<file path="src/rtl/coproc_xfer_pkg.sv">
package coproc_xfer_pkg;

  // Number of bus words in a two-word transfer.
  localparam int WordsPerDouble = 2;

  // Strobes from the control to the datapath.
  typedef struct packed {
    logic capture;  // latch transfer fields this cycle
    logic take;     // a data beat is consumed this cycle
    logic wordSel;  // 0 = first word, 1 = second word
    logic dbl;      // transfer in progress is two words
  } xferStrobe_t;

endpackage

</file>
<file path="src/rtl/coproc_xfer_ctrl.sv">
module coproc_xfer_ctrl
  import coproc_xfer_pkg::*;
#(
  parameter int MAX_WORDS = WordsPerDouble
) (
  input  logic        clk,
  input  logic        rstN,
  input  logic        startIn,
  input  logic        sizeDouble,
  input  logic        beatValid,
  input  logic        beatIsData,
  output xferStrobe_t strobe,
  output logic        doneOut
);

  localparam int CntW = (MAX_WORDS > 1) ? $clog2(MAX_WORDS) : 1;
  localparam logic [CntW-1:0] LastIdx = CntW'(MAX_WORDS - 1);

  logic            busyQ;
  logic            dblQ;
  logic            doneQ;
  logic [CntW-1:0] wordCntQ;
  logic            capture;
  logic            take;
  logic            lastBeat;

  assign capture  = startIn & ~busyQ;
  assign take     = busyQ & beatValid & beatIsData;
  assign lastBeat = take & (~dblQ | (wordCntQ == LastIdx));

  always_ff @(posedge clk) begin
    if (!rstN) begin
      busyQ    <= 1'b0;
      dblQ     <= 1'b0;
      doneQ    <= 1'b0;
      wordCntQ <= '0;
    end else begin
      doneQ <= lastBeat;
      if (capture) begin
        busyQ    <= 1'b1;
        dblQ     <= sizeDouble;
        wordCntQ <= '0;
      end else if (lastBeat) begin
        busyQ    <= 1'b0;
        wordCntQ <= '0;
      end else if (take) begin
        wordCntQ <= wordCntQ + 1'b1;
      end
    end
  end

  always_comb begin
    strobe.capture = capture;
    strobe.take    = take;
    strobe.wordSel = (wordCntQ != '0);
    strobe.dbl     = dblQ;
  end

  assign doneOut = doneQ;

endmodule

</file>
<file path="src/rtl/coproc_xfer_datapath.sv">
module coproc_xfer_datapath
  import coproc_xfer_pkg::*;
#(
  parameter int DATA_W = 32,
  parameter int IDX_W  = 4
) (
  input  logic                clk,
  input  logic                rstN,
  input  xferStrobe_t         strobe,
  input  logic [IDX_W-1:0]    regIdx,
  input  logic                storeSel,
  input  logic                intView,
  input  logic                bigEnd,
  input  logic [DATA_W-1:0]   dataIn,
  input  logic [2*DATA_W-1:0] rfRdData,
  output logic [DATA_W-1:0]   dataOut,
  output logic [IDX_W-1:0]    rfRdIdx,
  output logic                rfWrEn,
  output logic [IDX_W-1:0]    rfWrIdx,
  output logic                rfWrHiEn,
  output logic                rfWrLoEn,
  output logic [2*DATA_W-1:0] rfWrData
);

  logic [IDX_W-1:0]  idxQ;
  logic              storeQ;
  logic              intQ;
  logic              useHi;
  logic [DATA_W-1:0] hiHalf;
  logic [DATA_W-1:0] loHalf;

  always_ff @(posedge clk) begin
    if (!rstN) begin
      idxQ   <= '0;
      storeQ <= 1'b0;
      intQ   <= 1'b0;
    end else if (strobe.capture) begin
      idxQ   <= regIdx;
      storeQ <= storeSel;
      intQ   <= intView;
    end
  end

  // Half selection: two-word transfers follow the live endianness,
  // one-word transfers follow the register view.
  always_comb begin
    if (strobe.dbl) useHi = bigEnd ^ strobe.wordSel;
    else            useHi = ~intQ;
  end

  assign hiHalf = rfRdData[2*DATA_W-1:DATA_W];
  assign loHalf = rfRdData[DATA_W-1:0];

  assign dataOut = useHi ? hiHalf : loHalf;
  assign rfRdIdx = idxQ;
  assign rfWrIdx = idxQ;

  always_comb begin
    rfWrEn   = strobe.take & ~storeQ;
    rfWrHiEn = 1'b0;
    rfWrLoEn = 1'b0;
    rfWrData = {dataIn, dataIn};
    if (rfWrEn) begin
      if (!strobe.dbl && intQ) begin
        rfWrHiEn = 1'b1;
        rfWrLoEn = 1'b1;
        rfWrData = {{DATA_W{dataIn[DATA_W-1]}}, dataIn};
      end else begin
        rfWrHiEn = useHi;
        rfWrLoEn = ~useHi;
      end
    end
  end

endmodule

</file>
<file path="src/rtl/coproc_xfer_seq.sv">
module coproc_xfer_seq
  import coproc_xfer_pkg::*;
#(
  parameter int DATA_W    = 32,
  parameter int REG_COUNT = 16,
  localparam int IDX_W    = $clog2(REG_COUNT),
  localparam int REG_W    = 2 * DATA_W
) (
  input  logic              clk,
  input  logic              rstN,
  input  logic              startIn,
  input  logic [IDX_W-1:0]  regIdx,
  input  logic              storeSel,
  input  logic              sizeDouble,
  input  logic              intView,
  input  logic              bigEnd,
  input  logic              beatValid,
  input  logic              beatIsData,
  input  logic [DATA_W-1:0] dataIn,
  input  logic [REG_W-1:0]  rfRdData,
  output logic [DATA_W-1:0] dataOut,
  output logic [IDX_W-1:0]  rfRdIdx,
  output logic              rfWrEn,
  output logic [IDX_W-1:0]  rfWrIdx,
  output logic              rfWrHiEn,
  output logic              rfWrLoEn,
  output logic [REG_W-1:0]  rfWrData,
  output logic              doneOut
);

  xferStrobe_t strobe;

  coproc_xfer_ctrl #(
    .MAX_WORDS(WordsPerDouble)
  ) ctrl_i (
    .clk       (clk),
    .rstN      (rstN),
    .startIn   (startIn),
    .sizeDouble(sizeDouble),
    .beatValid (beatValid),
    .beatIsData(beatIsData),
    .strobe    (strobe),
    .doneOut   (doneOut)
  );

  coproc_xfer_datapath #(
    .DATA_W(DATA_W),
    .IDX_W (IDX_W)
  ) dp_i (
    .clk     (clk),
    .rstN    (rstN),
    .strobe  (strobe),
    .regIdx  (regIdx),
    .storeSel(storeSel),
    .intView (intView),
    .bigEnd  (bigEnd),
    .dataIn  (dataIn),
    .rfRdData(rfRdData),
    .dataOut (dataOut),
    .rfRdIdx (rfRdIdx),
    .rfWrEn  (rfWrEn),
    .rfWrIdx (rfWrIdx),
    .rfWrHiEn(rfWrHiEn),
    .rfWrLoEn(rfWrLoEn),
    .rfWrData(rfWrData)
  );

endmodule

</file>
<file path="config.mk">
export PLATFORM = sky130hd
export DESIGN_NAME = coproc_xfer_seq
export DESIGN_NICKNAME = d
export VERILOG_FILES = /design/src/rtl/coproc_xfer_pkg.sv /design/src/rtl/coproc_xfer_ctrl.sv /design/src/rtl/coproc_xfer_datapath.sv /design/src/rtl/coproc_xfer_seq.sv
export SDC_FILE = /design/constraint.sdc
export NUM_CORES = 1
export LEC_CHECK = 0
export ABC_AREA = 1
export BUFFER_PORTS_ARGS = -buffer_cell sky130_fd_sc_hd__buf_2
export CAP_MARGIN = 25
export CORE_AREA = 2 2 84 86
export CTS_CLUSTER_DIAMETER = 40
export DETAILED_ROUTE_END_ITERATION = 7
export DIE_AREA = 0 0 86 88
export PLACE_DENSITY = 0.71
export RECOVER_POWER = 100
export REMOVE_ABC_BUFFERS = 1
export SETUP_SLACK_MARGIN = 0.3
export SYNTH_ARGS = -nofsm -noshare
export SYNTH_HDL_FRONTEND = slang
export SYNTH_HIERARCHICAL = 1
export SYNTH_SLANG_ARGS = --single-unit
</file>
<file path="constraint.sdc">
create_clock -name clk -period 1.25 [get_ports clk]
set_input_delay 0.125 -clock clk [delete_from_list [all_inputs] [get_ports clk]]
set_output_delay 0.125 -clock clk [all_outputs]
set_load 0.03 [all_outputs]
</file>
# Word level (Yosys, flattened, before mapping)
# Index checks and enable logic that the tools add are counted.
[totals] word_cells=35 output_inout_bits=108 regBits=10
[op_classes] addsub=1 reduce_logical=4 n_mux=10 bitwise=13
[ops] cell="two-way mux 63 bit" count=2
[ops] cell="two-way mux 32 bit" count=1
[ops] cell="two-way mux 1 bit" count=7
[ops] cell="NOT 1 bit" count=6
[ops] cell="AND 1 bit" count=5
[ops] cell="OR reduction 3 bit" count=1
[ops] cell="nonzero test 2 bit" count=1
[ops] cell="adder 1 bit, second input constant" count=1
[ops] cell="logical AND 1 bit" count=1
[ops] cell="logical NOT 1 bit" count=1
[ops] cell="OR 1 bit" count=1
[ops] cell="XOR 1 bit" count=1

# Logic depth before layout (Yosys ltp)
# Gate-level depths: netlist of the first run.
[logic_depth] ltp_word=5 depth_mapped=8

# Hierarchy
# The synthesis of the first run kept the hierarchy.
[modules_own_cells] module="coproc_xfer_datapath" area_per_inst_um2=1315.0 cells_each=253 instances=1 seq_area_each_um2=120.1
[modules_own_cells] module="coproc_xfer_ctrl" area_per_inst_um2=190.2 cells_each=27 instances=1 seq_area_each_um2=80.1

# Worst setup path after synthesis of the first run
# No wires, ideal clock.
[synth_timing] path_kind="register -> output" from="register ctrl_i.busyQ" to="output rfWrData[32]" slack_ns=-0.400 stages_incl_launch_ff=9 path_buffers=2 arrival_time_ns=1.525 path_cell_list="dfxtp_1 -> nand2_1 -> nor2_2 -> buf_4 -> nand2_1 -> inv_1 -> nand4_1 -> buf_2 -> nand2_1"
[synth_via] elab_chain_len=4
[synth_lines] item="start: declaration" line="coproc_xfer_ctrl.sv:19" source="logic busyQ;"
[synth_lines] item="start signal: assignment" line="coproc_xfer_ctrl.sv:33" source="busyQ <= 1'b0;"
[synth_lines] item="start signal: assignment" line="coproc_xfer_ctrl.sv:40" source="busyQ <= 1'b1;"
[synth_lines] item="start signal: assignment" line="coproc_xfer_ctrl.sv:44" source="busyQ <= 1'b0;"
[synth_lines] item="AND 1 bit (2 in a row)" line="coproc_xfer_ctrl.sv:28" source="assign take = busyQ & beatValid & beatIsData;"
[synth_lines] item="net ctrl_i.take" line="coproc_xfer_ctrl.sv:24" source="logic take;"
[synth_lines] item="AND 1 bit" line="coproc_xfer_datapath.sv:59" source="rfWrEn = strobe.take & ~storeQ;"
[synth_lines] item="net rfWrEn" line="coproc_xfer_seq.sv:23" source="output logic rfWrEn,"
[synth_lines] item="two-way mux 63 bit" line="coproc_xfer_datapath.sv:63" source="if (rfWrEn) begin"
[synth_lines] item="end: declaration" line="coproc_xfer_seq.sv:27" source="output logic [REG_W-1:0] rfWrData,"
# The timed path passes the listed nets, and every way through them passes these cells.

# Worst setup path after layout of the first run
[layout_timing] from="register ctrl_i.wordCntQ" to="output dataOut[31]"
[layout_via] elab_chain_len=3
[layout_lines] item="start: declaration" line="coproc_xfer_ctrl.sv:22" source="logic [CntW-1:0] wordCntQ;"
[layout_lines] item="start signal: assignment" line="coproc_xfer_ctrl.sv:47" source="wordCntQ <= wordCntQ + 1'b1;"
[layout_lines] item="XOR 1 bit" line="coproc_xfer_datapath.sv:47" source="if (strobe.dbl) useHi = bigEnd ^ strobe.wordSel;"
[layout_lines] item="two-way mux 1 bit" line="coproc_xfer_datapath.sv:47"
[layout_lines] item="two-way mux 32 bit" line="coproc_xfer_datapath.sv:54" source="assign dataOut = useHi ? hiHalf : loHalf;"
[layout_lines] item="end: declaration" line="coproc_xfer_seq.sv:21" source="output logic [DATA_W-1:0] dataOut,"
# Every way passes these cells.

==> results by group, run 1 <==
Critical path
  – Largest stage delay on the critical path: 0.35 ns
  – Reg2reg path depth: 6
  – Crit-path slowest cell: dfxtp_2
  – CP arrival: 1.50 ns
  – CP Max Fanout: 8
  – Worst-path cell chain: inv_2, nand2_2, nand3_4, buf_6, nand2_8, buf_12, buf_16, nand2_4, nand2_2, buf_6
  – Reg-to-Reg Start: ctrl_i/busyQ
  – CP required: 1.12 ns
  – Worst setup EP type: output pin
  – R2R Path End: ctrl_i/wordCntQ
  – Critical Path Source Type: register
  – Flop-to-flop setup slack: -0.04 ns
  – Setup Crit Path Kind: reg2out

Synth
  – Synth Register Bits: 10
  – Number of synthesized flops with an enable pin: 0
  – Top-count cell post-synth: nand2_1
  – Count of warnings emitted by yosys: 6
  – Mapped Area: 0.00151 sq mm
  – Seq/Total Area, Yosys: 13.3%
  – Cell variety after synth: 18
  – Main flop type after synthesis: dfxtp_1
  – Synth top area share: 25.9%
  – Area contributors post-synth: nand2_1 26%, buf_4 22%, dfxtp_1 13%, o21ai_0 12%, nand3_1 11%
  – Post-synthesis async set-or-reset flop share: 0%
  – Largest area contributor in the netlist: nand2_1
  – Mapped Cells: 280
  – Most common library cells after synthesis: 104 x nand2_1, 45 x buf_4, 35 x o21ai_0
  – Mean Syn Cell Area: 5.38 sq um

Cells and area
  – Register Area: 204 sq um
  – Fillers: 566
  – Layout cell share with drive strength beyond 1: 69.5%
  – Area of the multi-input gates: 0.00137 sq mm
  – Filler-free cell count of the finished design: 569
  – Area Growth Syn to Fin: 162%
  – Antenna diodes: 0
  – Final #Nets: 599

Timing
  – Final setup vio count: 68
  – Final Max Slew Viols: 0
  – Period minus WS final: 1.62 ns
  – RSZ-0062 raised after global routing: true
  – Final Cycle Share: 130%
  – Slew headroom: 72.6%
  – Setup ws final: -0.372 ns
  – Hold WS: 0.106 ns
  – Final Hold Fails: 0
  – Worst-margin pin slew: 0.412 ns
  – Highest Clock Rate: 0.616 GHz
  – Clock skew: 0.00265 ns

Drt
  – Pre-Repair DR Iteration Count: 4
  – Number of DRC markers in iteration 0: 84
  – Avg WL per Cell: 16.1 um
  – Routed Antenna Nets: 0
  – Vias per std cell: 4.75
  – Remaining DRCs: 0
  – Drt total wl: 9150 um
  – Vias: 2,701

Clocking
  – CTS Root Cell: clkbuf_8
  – Clock sinks: 10
  – Number of buffers created by CTS: 3
  – Clock Latency Late Sink: 0.23 ns
  – Reg clk slew, reported paths: 0.05 ns
  – CTS tree: built
  – Clock buffer depth: 2
  – Htree depth: 1

Worst hold path
  – Hold Path Stages: 3
  – Hold Crit Class: in2reg
  – Hold Crit Start: regIdx[2]
  – Hold Path Sink: dp_i/rfRdIdx[2]

Placement
  – Final GP Congestion: 0.868
  – Placed cells: 535
  – PortBufs: 216
  – DP HPWL: 5280 um

Floorplan
  – Vert. Die Dim: 88 um
  – Core box area: 0.00664 sq mm
  – Placement Rows: 30
  – Full die area: 0.00757 sq mm
  – Die X: 86 um
  – Starting Density: 22.7%
  – Number of I/O pins: 217

Status
  – Outcome: finished, violations left
  – Failing checks: setup timing

Flow run
  – Maxcap violations: 0

Global routing
  – First-pass GRT wire length: 12,400 um
  – Initial antenna violation count: 1
  – Largest net degree at the start of global routing: 32
  – Congestion Overflow GR: 0
  – Number of global-route vias before repair: 2,448
  – Global Route Usage Sum: 20.3%

Power and ir drop
  – Leakage: 2.21 nW
  – Pwr Density: 798 mW/mm^2
  – Peak VDD IR: 0.806 mV
[kinds of logic after synthesis]
group | Yosys count | share of synthesized area (%)
buffers and inverters | 72 | 30.1
DFF | 10 | 13.3
and+or+nand+nor | 156 | 42.6
AOI/OAI and AO/OA | 42 | 14.0
[how the worst max path moves through the flow]
stage / end / cells after the start / slack, ns / start
after global routing: rfWrData[58] / 8 / -0.46 / ctrl_i/busyQ
after CTS: dataOut[10] / 9 / -0.35 / ctrl_i/dblQ
after global placement: rfWrData[36] / 7 / -0.21 / ctrl_i/busyQ
after floorplan: rfWrData[32] / 6 / -1.35 / ctrl_i/busyQ
final: dataOut[31] / 10 / -0.37 / ctrl_i/wordCntQ
after detailed placement: rfWrData[61] / 8 / -0.24 / ctrl_i/busyQ
[what timing repair did]
action                                  CTS  global route
gates cloned                              7             2
hold buffers                              0             0
resized for setup                       230           101
pin swaps                                19            36
endpoints found under the setup margin   75            76
buffers inserted                         18             3
[layout by cell type, fill, tap and decap left out]
cell type	Yosys	layout
a21oi_1	3	2
a21oi_2	0	1
and3_4	0	1
buf_12	0	11
buf_16	0	7
buf_2	9	108
buf_4	45	13
buf_6	0	79
buf_8	0	1
clkbuf_1	4	42
clkbuf_16	0	2
clkbuf_2	2	2
clkbuf_8	0	4
dfxtp_1	10	7
dfxtp_2	0	3
inv_1	11	6
inv_2	1	4
inv_4	0	2
nand2_1	104	32
nand2_2	1	37
nand2_4	0	35
nand2_8	0	1
nand3_1	32	15
nand3_2	1	16
nand3_4	0	2
nand4_1	1	1
nor2_1	15	10
nor2_2	1	5
nor2_4	0	1
o21ai_0	35	24
o21ai_1	4	10
o21ai_2	0	5
[worst max-delay path, delay by kind of cell, from the launching register on]
family,cells,cell delay (ns)
flip-flops,1,0.35
buffers and inverters,5,0.57
AND/OR/NAND/NOR,5,0.33
[final cells by class]
class / instances / share of cell area (%)
clock buffer: 4 / 1.39
tap: 80 / 2.53
inverter: 12 / 1.27
sequential: 10 / 5.16
timing repair buffer: 265 / 55.0
multi-input combinational: 198 / 34.6
[layer usage]
layer	GRT usage (%)	share of wire, %
met1	23.5	37
met2	39.7	55
met3	3.30	7.4
met4	3.17	0.79
met5	0	0
[metrics by stage]
step	setup TNS, ns	setup slack [ns]	util [%]	instance area (sq um)	total power [mW]
finish	-22.96	-0.372	59.4	3950	3.15
global route	-27.84	-0.460	59.4	3950	3.29
CTS	-21.12	-0.354	55.0	3650	2.94
detailed placement	-9.06	-0.241	37.8	2510	1.87
global placement	-6.68	-0.214	37.8	2510	1.85
floorplan	-77.31	-1.35	-	1100	1.13
[power by group]
part / internal [mW] / switching, mW / total [mW] / leakage (nW)
sequential: 0.345 / 0.0185 / 0.363 / 0.0836
clock: 0.277 / 0.126 / 0.403 / 0.0288
combinational: 1.04 / 1.34 / 2.39 / 2.10
[flip-flops by register name (all words and copies together), names as in the netlist]
register,flops
ctrl_i/dblQ,1
dp_i/intQ,1
ctrl_i/wordCntQ,1
dp_i/rfRdIdx,4
ctrl_i/doneOut,1
ctrl_i/busyQ,1
dp_i/storeQ,1
(Power assumes the default switching activity.)
==> run 2: changes to the inputs <==
PLACE_DENSITY = not set   (was 0.71)
PLACE_DENSITY_LB_ADDON = 0.3   (was not set)
==> run 2 against run 1 <==
The run still ends with setup timing left. Die area is the same. Worst hold slack lost 0.0074 ns. Clock skew shrank 0.0014 ns. Final area shrank 7.3%.
==> results by group, run 2 (same netlist as run 1, synthesis figures left out) <==
Status
  – Outcome: finished, violations left
  – Failing checks: setup timing

Clocking
  – Htree depth: 1
  – CTS Root Cell: clkbuf_8
  – Clock sinks: 10
  – Number of buffers created by CTS: 3
  – Clock buffer depth: 2
  – CTS Hold Bufs: 0
  – Reg clk slew, reported paths: 0.05 ns
  – Clock Latency Late Sink: 0.24 ns
  – CTS tree: built

Critical path
  – Critical Path Source Type: register
  – CP required: 1.12 ns
  – CP arrival: 1.53 ns
  – CP Max Fanout: 32
  – Reg2reg path depth: 5
  – Setup Crit Path Kind: reg2out
  – Worst setup EP type: output pin

Drt
  – Drt total wl: 8350 um
  – Remaining DRCs: 0
  – Vias per std cell: 4.72
  – Vias: 2,613
  – Number of DRC markers in iteration 0: 43
  – Avg WL per Cell: 15.1 um
  – Routed Antenna Nets: 0
  – Pre-Repair DR Iteration Count: 4

Timing
  – Final Max Slew Viols: 0
  – Setup ws final: -0.402 ns
  – Final setup vio count: 66
  – Clock skew: 0.00128 ns
  – Slew headroom: 71.7%
  – Final Hold Fails: 0
  – Worst-margin pin slew: 0.426 ns
  – RSZ-0062 raised after global routing: true
  – Period minus WS final: 1.65 ns
  – Final Cycle Share: 132%
  – Hold WS: 0.0988 ns
  – Highest Clock Rate: 0.605 GHz

Floorplan
  – Die X: 86 um
  – Number of I/O pins: 217
  – Starting Density: 22.7%
  – Full die area: 0.00757 sq mm
  – Vert. Die Dim: 88 um
  – Core box area: 0.00664 sq mm
  – Placement Rows: 30

Cells and area
  – Max reg flops: 4
  – Area of the multi-input gates: 0.00132 sq mm
  – Final #Nets: 584
  – Commonest non-fill, non-tap cell in the layout: buf_2
  – Area Growth Syn to Fin: 143%
  – Register Area: 208 sq um
  – Layout cell share with drive strength beyond 1: 68.1%
  – Fillers: 645
  – Commonest non-fill, non-tap cells in the layout: 108 x buf_2, 74 x buf_6, 57 x nand2_2
  – Antenna diodes: 0
  – Filler-free cell count of the finished design: 554

Global routing
  – Congestion Overflow GR: 0
  – Initial antenna violation count: 0
  – Largest net degree at the start of global routing: 33
  – Number of global-route vias before repair: 2,373
  – First-pass GRT wire length: 11,200 um
  – Global Route Usage Sum: 18.1%

Power and ir drop
  – Pwr Density: 817 mW/mm^2
  – Peak VDD IR: 0.637 mV
  – Total Power: 2.99 mW
  – Leakage: 2.04 nW

Placement
  – Final GP Congestion: 0.835
  – PortBufs: 216
  – Placed cells: 534
  – DP HPWL: 4960 um

Worst hold path
  – Hold Path Stages: 3
  – Hold Crit Class: in2reg

Flow run
  – Maxcap violations: 0
## run 2: cell count changes in the layout (fill, tap and decap cells not counted), sizes merged
cell | previous run | this run
buf | 219 | 206
clkbuf | 50 | 48
## run 2: path summary, 6_finish.rpt
check	from	to	slack [ns]
max	ctrl_i/busyQ	rfWrData[57]	-0.40
min reg2reg	dp_i/storeQ	dp_i/storeQ	0.47
max reg2reg	ctrl_i/busyQ	dp_i/storeQ	0.18
min	intView	dp_i/intQ	0.1
## run 2: layer usage
metal / vias to the layer above / routed length [um] / track usage, %
met3: 23 / 528 / 2.36
met5: - / 0 / 0
met2: 122 / 4560 / 34.3
li1: 1248 / - / -
met4: 0 / 248 / 7.50
met1: 1220 / 3020 / 20.2
## run 2: layout make-up
type	instances	area share (%)
Timing Repair Buffer	250	52.7
Sequential cell	10	5.67
Clock buffer	4	1.50
Tap cell	80	2.73
Multi-Input combinational cell	198	36.0
Inverter	12	1.37
## run 2: metrics by stage
step / TNS [ns] / util (%) / cell area [sq um] / worst slack [ns]
detailed placement: -5.11 / 36.9 / 2450 / -0.127
floorplan: -77.31 / - / 1100 / -1.35
global route: -25.57 / 55.1 / 3660 / -0.493
global placement: -4.15 / 36.9 / 2450 / -0.0960
CTS: -19.90 / 50.3 / 3340 / -0.359
finish: -20.67 / 55.1 / 3660 / -0.402
## run 2: worst max-delay path, cell delays in order, from the launching register on
cell     delay (ns)
dfxtp_2        0.34
nand2_2        0.07
nor2_4         0.10
nand2_2        0.07
buf_6          0.17
o21ai_0        0.27
nand2_2        0.11
buf_6          0.15
## run 2: power breakdown
group | switching (mW) | internal (mW)
sequential | 0.0239 | 0.345
clock | 0.130 | 0.277
combinational | 1.28 | 0.934
total | 1.44 | 1.56
## run 2: timing repair
item,CTS,global route
setup endpoints to repair,75,75
gates cloned,4,3
pin swaps,16,24
gates resized for setup,216,98
setup buffers,5,4
==> run 3: changes to the inputs <==
ABC_AREA = not set   (was 1)
==> run 3 against run 2 <==
The flow still finishes with violations (setup timing). Die area is the same. Global-route usage shrank 1.2 points. Final area grew 2.5%. Sequential share of layout area shrank 0.17 points. Non-clock buffer count shrank 1. First-iteration DRC count shrank 79%. Synthesized cell count shrank 33%. Worst setup slack lost 0.14 ns. Routed wire length shrank 6.5%. Via count shrank 19%. Critical path depth shrank 1. Clock power shrank 2%. Critical path type unchanged. Critical endpoint is now dataOut[18].
==> results by group, run 3 <==
Status
  – Outcome: finished, violations left
  – Failing checks: setup timing

Worst hold path
  – Hold Path Stages: 3
  – Hold Crit Start: regIdx[3]
  – Hold Path Sink: dp_i/rfRdIdx[3]
  – Hold Crit Class: in2reg

Cells and area
  – Layout cell share with drive strength beyond 1: 79.6%
  – Final #Nets: 498
  – Max reg flops: 4
  – Antenna diodes: 0
  – Commonest non-fill, non-tap cells in the layout: 108 x buf_2, 79 x buf_6, 42 x clkbuf_1
  – Filler-free cell count of the finished design: 468
  – Commonest non-fill, non-tap cell in the layout: buf_2
  – Area Growth Syn to Fin: 157%

Drt
  – Pre-Repair DR Iteration Count: 4
  – Remaining DRCs: 0
  – Vias per std cell: 4.54
  – Avg WL per Cell: 16.7 um
  – Number of DRC markers in iteration 0: 9
  – Routed Antenna Nets: 0
  – Drt total wl: 7810 um
  – Vias: 2,126

Floorplan
  – Starting Density: 22.0%
  – Number of I/O pins: 217
  – Full die area: 0.00757 sq mm
  – Vert. Die Dim: 88 um
  – Placement Rows: 30
  – Die X: 86 um
  – Core box area: 0.00664 sq mm

Critical path
  – Reg-to-Reg Start: ctrl_i/busyQ
  – CP required: 1.12 ns
  – R2R Path End: dp_i/rfRdIdx[0]
  – Flop-to-flop setup slack: 0 ns
  – CP arrival: 1.67 ns
  – CP Max Fanout: 8
  – Worst setup EP type: output pin
  – Setup Crit Path Kind: reg2out
  – Critical Path Source Type: register
  – Reg2reg path depth: 5

Global routing
  – Largest net degree at the start of global routing: 32
  – Initial antenna violation count: 0
  – Global Route Usage Sum: 16.9%
  – First-pass GRT wire length: 10,000 um
  – Number of global-route vias before repair: 2,000
  – Congestion Overflow GR: 0

Power and ir drop
  – Total Power: 2.58 mW
  – Pwr Density: 686 mW/mm^2
  – Peak VDD IR: 0.590 mV
  – Leakage: 1.89 nW

Synth
  – Top-count cell post-synth: buf_4
  – Post-synthesis async set-or-reset flop share: 0%
  – Mapped Cells: 189
  – Mean Syn Cell Area: 7.73 sq um
  – Count of warnings emitted by yosys: 6
  – Synth Register Bits: 10
  – Mapped Area: 0.00146 sq mm
  – Cell variety after synth: 23
  – Most common library cells after synthesis: 41 x buf_4, 32 x mux2_2, 32 x o21ai_0
  – Number of synthesized flops with an enable pin: 0
  – Seq/Total Area, Yosys: 13.7%
  – Largest area contributor in the netlist: mux2_2
  – Synth top area share: 24.7%
  – Main flop type after synthesis: dfxtp_1
  – Area contributors post-synth: mux2_2 25%, buf_4 21%, dfxtp_1 14%, o21ai_0 11%, nand2_1 8.0%

Timing
  – Slew headroom: 72.3%
  – Final Hold Fails: 0
  – Clock skew: 0.00233 ns
  – Period minus WS final: 1.79 ns
  – Worst-margin pin slew: 0.416 ns
  – Highest Clock Rate: 0.558 GHz
  – Setup ws final: -0.543 ns
  – Final setup vio count: 70
  – RSZ-0062 raised after global routing: true
  – Final Max Slew Viols: 0
  – Final Cycle Share: 143%

Placement
  – Placed cells: 444
  – PortBufs: 216
  – Final GP Congestion: 0.742
  – DP Worst Slack: -0.346 ns
  – DP HPWL: 4650 um

Clocking
  – Reg clk slew, reported paths: 0.05 ns
  – Number of buffers created by CTS: 3
  – CTS Root Cell: clkbuf_8
  – Clock buffer depth: 2
  – Htree depth: 1
  – CTS tree: built
  – Clock Latency Late Sink: 0.23 ns
  – CTS Hold Bufs: 0
  – Clock sinks: 10

Flow run
  – Maxcap violations: 0
==> run 3: worst max-delay path, cell delays in order, from the launching register on <==
cell and delay (ns):
dfxtp_4 0.35, xnor2_4 0.14, a21boi_4 0.18, buf_6 0.15
clkbuf_16 0.17, mux2_4 0.31, buf_6 0.14
==> run 3: what timing repair did <==
action / CTS / global route
buffers inserted: 9 / 1
endpoints found under the setup margin: 76 / 80
pin swaps: 7 / 3
hold endpoints to repair: 0 / 0
cloned: 8 / 2
gates resized for setup: 223 / 114
==> run 3: worst max path at each step <==
stage,slack (ns),end,start,cells after the start
4_1_cts,-0.56,dataOut[31],ctrl_i/wordCntQ,6
3_5_place_dp,-0.35,dataOut[16],ctrl_i/wordCntQ,5
3_3_place_gp,-0.31,dataOut[9],ctrl_i/wordCntQ,5
6_report,-0.54,dataOut[18],ctrl_i/wordCntQ,6
5_1_grt,-0.60,dataOut[18],ctrl_i/wordCntQ,6
2_1_floorplan,-1.36,rfWrData[32],ctrl_i/busyQ,5
==> run 3: report_power, final <==
| group | leakage, nW | switching [mW] | internal (mW) |
|---|---|---|---|
| logic | 1.77 | 0.966 | 0.861 |
| clock network | 0.0288 | 0.123 | 0.277 |
| registers | 0.0835 | 0.0123 | 0.336 |
==> run 3: layout make-up <==
class	instances	area (sq um)
fill	592	2890
tap	80	100
clock buffer	4	55.1
inverter	1	3.75
timing repair buffer	249	1970
sequential	10	206
multi-input combinational	124	1420
==> run 3: cells by family after synthesis <==
group                     share of synthesized area (%)
muxes                                              30.2
and+or+nand+nor                                    17.2
AOI/OAI and AO/OA                                  12.1
buffers and inverters                              26.2
xor gates and xnor gates                          0.600
DFF                                                13.7
==> run 3: layer usage <==
metal | GRT usage (%) | wire (um)
met5 | 0 | 0
met1 | 19.0 | 2850
met3 | 3.30 | 620
met2 | 33.1 | 4330
met4 | 2.89 | 14
==> run 3: stage by stage <==
step	area, sq um	hold slack [ns]	TNS (ns)	util, %
finish	3750	0.151	-30.83	56.5
global route	3750	0.150	-35.60	56.5
CTS	3340	0.144	-31.23	50.2
detailed placement	2400	0.393	-15.88	36.2
global placement	2400	0.379	-14.46	36.2
floorplan	1080	0.247	-75.32	-
